$ cat config.mk
export PLATFORM = sky130hd
export DESIGN_NAME = port_fault_guard
export DESIGN_NICKNAME = d
export VERILOG_FILES = /design/src/rtl/pfg_pkg.sv /design/src/rtl/pfg_carrier_tracker.sv /design/src/rtl/pfg_jabber_timer.sv /design/src/rtl/pfg_partition_ctrl.sv /design/src/rtl/port_fault_guard.sv
export SDC_FILE = /design/constraint.sdc
export NUM_CORES = 1
export LEC_CHECK = 0
export ABC_AREA = 1
export BUFFER_PORTS_ARGS = -buffer_cell sky130_fd_sc_hd__buf_2
export CORE_UTILIZATION = 60
export DETAILED_ROUTE_END_ITERATION = 6
export PLACE_DENSITY = 0.76
export SETUP_SLACK_MARGIN = 0.2
export SLEW_MARGIN = 20
export SYNTH_ARGS = -nofsm -noshare
export SYNTH_HDL_FRONTEND = slang
export SYNTH_HIERARCHICAL = 1
export SYNTH_SLANG_ARGS = --single-unit
export TNS_END_PERCENT = 20
$ cat constraint.sdc
create_clock -name clk -period 1.75 [get_ports clk]
set_input_delay 0 -clock clk [delete_from_list [all_inputs] [get_ports clk]]
set_output_delay 0 -clock clk [all_outputs]
set_load 0.005 [all_outputs]
$ cat src/rtl/pfg_pkg.sv
package pfg_pkg;

  // Defaults shared by the guard and its sub-blocks
  localparam int unsigned PFG_JAB_LIMIT_DEF = 65536;
  localparam int unsigned PFG_PART_COLS_DEF = 64;
  localparam int unsigned PFG_CLEAN_LEN_DEF = 512;

  // Summary of a carrier event, valid in the cycle its carrier drops
  typedef struct packed {
    logic ended;        // carrier went from 1 to 0 this cycle
    logic had_col;      // a collision was seen during the event
    logic long_enough;  // more than CLEAN_LEN bit times elapsed
  } pfg_evt_t;

endpackage

$ cat src/rtl/pfg_carrier_tracker.sv
module pfg_carrier_tracker
  import pfg_pkg::*;
#(
  parameter int unsigned CLEAN_LEN = PFG_CLEAN_LEN_DEF
) (
  input  logic     clk,
  input  logic     rst_n,
  input  logic     crs,
  input  logic     col,
  input  logic     bit_tick,
  output pfg_evt_t evt_o,
  output logic     col_edge_o
);

  localparam int unsigned LW = $clog2(CLEAN_LEN + 2);
  localparam logic [LW-1:0] LEN_SAT = LW'(CLEAN_LEN + 1);

  logic          crs_q, crs_d;
  logic          col_q, col_d;
  logic          hit_q, hit_d;
  logic [LW-1:0] len_q, len_d;

  // Next-state logic
  always_comb begin
    crs_d = crs;
    col_d = col;
    if (crs) begin
      hit_d = hit_q | col;
      if (bit_tick && (len_q != LEN_SAT)) begin
        len_d = len_q + 1'b1;
      end else begin
        len_d = len_q;
      end
    end else begin
      hit_d = 1'b0;
      len_d = '0;
    end
  end

  // State registers
  always_ff @(posedge clk or negedge rst_n) begin
    if (!rst_n) begin
      crs_q <= 1'b0;
      col_q <= 1'b0;
      hit_q <= 1'b0;
      len_q <= '0;
    end else begin
      crs_q <= crs_d;
      col_q <= col_d;
      hit_q <= hit_d;
      len_q <= len_d;
    end
  end

  always_comb begin
    evt_o.ended       = crs_q & ~crs;
    evt_o.had_col     = hit_q | col;
    evt_o.long_enough = (len_q == LEN_SAT);
    col_edge_o        = col & ~col_q;
  end

endmodule

$ cat src/rtl/pfg_jabber_timer.sv
module pfg_jabber_timer
  import pfg_pkg::*;
#(
  parameter int unsigned JAB_LIMIT = PFG_JAB_LIMIT_DEF
) (
  input  logic clk,
  input  logic rst_n,
  input  logic crs,
  input  logic bit_tick,
  output logic jabber_o
);

  localparam int unsigned CW = $clog2(JAB_LIMIT + 1);
  localparam logic [CW-1:0] CNT_MAX = CW'(JAB_LIMIT);

  logic [CW-1:0] cnt_q, cnt_d;
  logic          jab_q, jab_d;
  logic          at_max;

  assign at_max = (cnt_q == CNT_MAX);

  // Next-state logic: saturating count, restarted with every carrier
  always_comb begin
    if (crs) begin
      if (bit_tick && !at_max) begin
        cnt_d = cnt_q + 1'b1;
      end else begin
        cnt_d = cnt_q;
      end
      jab_d = jab_q | (bit_tick & at_max);
    end else begin
      cnt_d = '0;
      jab_d = 1'b0;
    end
  end

  always_ff @(posedge clk or negedge rst_n) begin
    if (!rst_n) begin
      cnt_q <= '0;
      jab_q <= 1'b0;
    end else begin
      cnt_q <= cnt_d;
      jab_q <= jab_d;
    end
  end

  assign jabber_o = jab_q;

endmodule

$ cat src/rtl/pfg_partition_ctrl.sv
module pfg_partition_ctrl
  import pfg_pkg::*;
#(
  parameter int unsigned PART_COLS = PFG_PART_COLS_DEF
) (
  input  logic     clk,
  input  logic     rst_n,
  input  logic     col_edge,
  input  pfg_evt_t evt,
  output logic     part_o
);

  localparam int unsigned CCW = $clog2(PART_COLS + 1);
  localparam logic [CCW-1:0] CC_MAX  = CCW'(PART_COLS);
  localparam logic [CCW-1:0] CC_LAST = CCW'(PART_COLS - 1);

  logic [CCW-1:0] cc_q, cc_d;
  logic           part_q, part_d;
  logic           clean_end;

  assign clean_end = evt.ended & ~evt.had_col & evt.long_enough;

  // Next-state logic
  always_comb begin
    cc_d   = cc_q;
    part_d = part_q;
    if (clean_end) begin
      cc_d   = '0;
      part_d = 1'b0;
    end else if (col_edge) begin
      if (cc_q != CC_MAX) begin
        cc_d = cc_q + 1'b1;
      end
      if (cc_q >= CC_LAST) begin
        part_d = 1'b1;
      end
    end
  end

  always_ff @(posedge clk or negedge rst_n) begin
    if (!rst_n) begin
      cc_q   <= '0;
      part_q <= 1'b0;
    end else begin
      cc_q   <= cc_d;
      part_q <= part_d;
    end
  end

  assign part_o = part_q;

endmodule

$ cat src/rtl/port_fault_guard.sv
module port_fault_guard
  import pfg_pkg::*;
#(
  parameter int unsigned JAB_LIMIT = PFG_JAB_LIMIT_DEF,
  parameter int unsigned PART_COLS = PFG_PART_COLS_DEF,
  parameter int unsigned CLEAN_LEN = PFG_CLEAN_LEN_DEF
) (
  input  logic clk,
  input  logic rst_n,
  input  logic crs,
  input  logic col,
  input  logic bit_tick,
  output logic jabber_o,
  output logic part_o,
  output logic port_en_o
);

  pfg_evt_t evt;
  logic     col_edge;
  logic     jab;
  logic     part;

  pfg_carrier_tracker #(.CLEAN_LEN(CLEAN_LEN)) u_trk (
    .clk        (clk),
    .rst_n      (rst_n),
    .crs        (crs),
    .col        (col),
    .bit_tick   (bit_tick),
    .evt_o      (evt),
    .col_edge_o (col_edge)
  );

  pfg_jabber_timer #(.JAB_LIMIT(JAB_LIMIT)) u_jab (
    .clk      (clk),
    .rst_n    (rst_n),
    .crs      (crs),
    .bit_tick (bit_tick),
    .jabber_o (jab)
  );

  pfg_partition_ctrl #(.PART_COLS(PART_COLS)) u_part (
    .clk      (clk),
    .rst_n    (rst_n),
    .col_edge (col_edge),
    .evt      (evt),
    .part_o   (part)
  );

  assign jabber_o  = jab;
  assign part_o    = part;
  assign port_en_o = ~(jab | part);

endmodule

==> run summary <==
The worst relative slew slack was 0.683; the fraction of final layout cells with drive strength greater than 1 was 0.195. After global routing the overflow that remains totals 0. TritonCTS built the clock tree. The count of non-filler cells in the finished layout was 425. The leading cell type in the layout, fill and taps excluded was sky130_fd_sc_hd__nand2_1.

On the critical path the largest part of the delay comes from simple AND/OR/NAND/NOR gates. Yosys attributes the largest share of cell area to sky130_fd_sc_hd__dfrtp_1 (39%), sky130_fd_sc_hd__nand2_1 (15%), sky130_fd_sc_hd__nor2_1 (6.6%). The finished cells cover 0.00288 mm^2. The row count is 23. Peak supply drop: 496 uV. The clock reaches the later pin of the worst-skew pair after 0.30 ns. The layout net count came out at 385. In the final routed layout, each cell accounts on average for 13.0 um. The number of nets in the synthesized netlist is 356. The tools report the number of global-route vias before repair as 2,006. The sequential share of the synthesized area is 0.389, and the antenna diode instance count is 0.

Counting flops and latches in the post-synthesis netlist gives 39. The floorplan step defined a core boundary enclosing 0.00400 mm^2. The top cell types in the final layout, fill and taps aside, are sky130_fd_sc_hd__nand2_1 (100), sky130_fd_sc_hd__nor2_1 (41), sky130_fd_sc_hd__dfrtp_1 (38). For this block, the via count after detailed routing is 2,342. In this design, the stage delay of the slowest critical-path cell is 0.39 ns.

The run gives 664 MHz as the achievable clock frequency. Routability-driven placement finished with a final weighted congestion of 0.874. The tools report the required time at the worst-slack endpoint as 1.98 ns. The critical path contains buffers and inverters numbering 3 combined. met2 is the most crowded layer. The analysis attributes to net switching a power of 600 uW. After detailed routing, the number of remaining DRC violations is 0.

The cell at the slowest stage of the critical path is sky130_fd_sc_hd__dfrtp_1. The share of the synthesized area in the top cell type is 0.389. The period utilization was 0.861. The run finished with clean final reports. Highest fanout seen on the critical path: 6.

For this run, the number of Yosys warnings is 6. Initial core utilization: 0.627. The clock tree synthesis step divided the H-tree into 2 levels.

The net switching share of the total power was 0.307. Number of antenna violations at the first check in global routing: 0. The sum of negative setup slack is 0 ns, and the global routing usage on met2 is 0.417. In this run the vertical extent of the chip is 66.7 um. The number of cells produced by synthesis was 345; the count of placed standard cells including taps was 408.

For this block, the initial DRC count from the detailed router was 276. The worst setup path is launched from a flop. The run gives 977 um^2 as the area occupied by registers. Among the stages of the critical path, the cell type that occurs most often is sky130_fd_sc_hd__nand2_2. For the leakage power summed over all cells, the log shows 1.47 nW. The tools report the distinct cell type count of the synthesized netlist as 31. The clock skew after layout is 0.00660 ns. In this run the tool buffered the top-level ports with 7 buffer cells. From left edge to right edge, the die measures 66.7 um.

In this run the cell area measured after placement is 0.00265 mm^2. Setup repair after global routing could not meet its margin everywhere. The tools report the cell-internal power as 1.35 mW. The logs give 0.163 for the share of total power in combinational logic and 0.530 for the share of total power in sequential cells. The run gives 8 as the top-level port count. The final layout contains routed wiring with a total length of 5.52 mm.

Summing every instance area after synthesis gives 0.00251 mm^2. Once detailed placement completed, the half-perimeter wirelength came to 3.83 mm. Setup violations remaining at the end of the flow were counted as 0. The global-route met3 utilization is 0.0462, and the footprint of the multi-input gates is 0.00139 mm^2.

The area of the die came out at 0.00444 mm^2. The synthesized area divided by synthesized cell count is 7.27 um^2, and the number of buffers inserted during clock tree synthesis is 5. The routed via count divided by cell count is 5.51, and the routing usage on met1 is 0.369. The critical path goes through inv_2 -> ha_1 -> nand2_1 -> inv_1 -> nand2_2 -> nor2_4 -> nand2_2 -> nand2_4 -> nand2_8 -> inv_8 -> nand2_2 -> nand2_1. The number of pins with negative max-slew slack in the final report was 0.

Kind of path behind the tightest hold check: primary input to async pin. The logs give 0.307 for the clock network fraction of total power and 335 for the layout filler cell count. The slew at the pin closest to its max-slew limit was 0.476 ns; the total power density per cell area was 677 mW/mm^2.

TritonCTS sink count: 39. The logs give 0 for the final count of hold timing violations and 1.74 ns for the data arrival time at the worst-slack endpoint. The final antenna-violating net count came out at 0.

Clock root buffer: sky130_fd_sc_hd__clkbuf_8. Across the run, the number of max-cap violations was 0. The overall fraction of global-route tracks in use is 0.265. The category of the most critical setup path was flop to flop. From synthesis to final layout, the design area changed by 15.0%.

Entering global routing, the biggest net connects 24 pins. The first global-routing pass estimated 8.92 mm of wire. After clock tree synthesis, the clock-pin slew on the worst setup and hold paths is 0.08 ns. The clock passes through at most 2 buffers. Cell type with the highest aggregate area in the netlist: sky130_fd_sc_hd__dfrtp_1.

STA classifies the critical path endpoint as a flop. Subtracting the final worst setup slack from the clock period gives 1.51 ns. First-pass detailed-route iteration total: 4.
sequential cells by signal, summed over array words and instances (netlist names):
register	cells
u_trk/hit_q	1
u_part/part_o	1
u_trk/crs_q	1
u_trk/len_q	10
u_part/cc_q	7
u_jab/cnt_q	17
u_trk/col_q	1
u_jab/jabber_o	1
stage by stage:
stage	setup slack [ns]	hold WS, ns	total power [mW]	util
6_report	0.244	0.186	1.95	0.721
3_3_place_gp	0.00389	-0.0163	1.33	0.663
4_1_cts	0.196	0.181	1.95	0.698
2_1_floorplan	0.215	-0.296	1.24	-
5_1_grt	0.138	0.209	2.06	0.721
3_5_place_dp	-0.0835	-0.0188	1.35	0.663
logic make-up (layout without fill, tap and decap cells):
family | count (synthesis) | after routing | share of synthesized area
and+or+nand+nor | 219 | 220 | 0.404
buffers and inverters | 47 | 76 | 0.0853
DFF | 39 | 39 | 0.389
AOI/OAI and AO/OA | 25 | 25 | 0.0599
xor gates and xnor gates | 9 | 9 | 0.0314
adders and majority gates | 6 | 6 | 0.0299
metal layers:
metal	part of all wire	vias to the layer above
met3	0.045	11
met2	0.45	64
met5	0	-
met1	0.49	1110
met4	0.014	0
li1	-	1157
path summary, 6_finish.rpt:
check	startpoint	end	slack, ns	cells after the start
hold / removal	rst_n	u_jab/cnt_q[5]	0.19	2
hold reg to reg	u_trk/hit_q	u_trk/hit_q	0.52	2
setup / recovery	u_jab/cnt_q[0]	u_jab/cnt_q[14]	0.24	12
min in group clk	bit_tick	u_jab/cnt_q[3]	0.19	4
setup reg to reg	u_jab/cnt_q[0]	u_jab/cnt_q[14]	0.24	12
max in group asynchronous	rst_n	u_trk/crs_q	1.09	3
final cells by class:
cell class / count / share of cell area
Multi-Input combinational cell: 260 / 0.480
Sequential cell: 39 / 0.339
Timing Repair Buffer: 26 / 0.0685
Inverter: 41 / 0.0577
Clock buffer: 5 / 0.0239
Tap cell: 50 / 0.0217
Clock inverter: 3 / 0.00521
Timing Repair inverter: 1 / 0.00390
power groups by stage:
stage	combinational (mW)	sequential (mW)	clock [mW]
final	0.318	1.04	0.599
after global routing	0.364	1.04	0.655
after CTS	0.302	1.04	0.617
after detailed placement	0.294	1.05	0
after global placement	0.285	1.05	0
after floorplan	0.213	1.03	0
timing repair:
action / in CTS / in global routing
pin swaps: 2 / 4
setup buffers: 2 / 2
endpoints found under the hold margin: 21 / 0
gates resized for setup: 3 / 17
gates cloned: 0 / 2
hold buffers: 3 / 0
endpoints found under the setup margin: 18 / 33
worst register-to-register path, delay by kind of cell (launching register included):
| family | cells | cell delay [ns] |
|---|---|---|
| buffers and inverters | 3 | 0.23 |
| adder cells (fa/ha/maj) | 1 | 0.14 |
| AND/OR/NAND/NOR | 8 | 0.69 |
| flip-flops | 1 | 0.39 |
cell usage after synthesis (all sizes together):
| master | number |
|---|---|
| or2 | 2 |
| nand4 | 19 |
| clkbuf | 2 |
| nand3b | 1 |
| nand2 | 116 |
| nand3 | 29 |
| o21a | 1 |
| nor3 | 1 |
| o21ai | 13 |
| inv | 41 |
| ha | 6 |
| nor2 | 51 |
| xor2 | 9 |
| dfrtp | 39 |
| o21bai | 6 |
| a21oi | 5 |
| buf | 4 |
(Power assumes the default switching activity.)
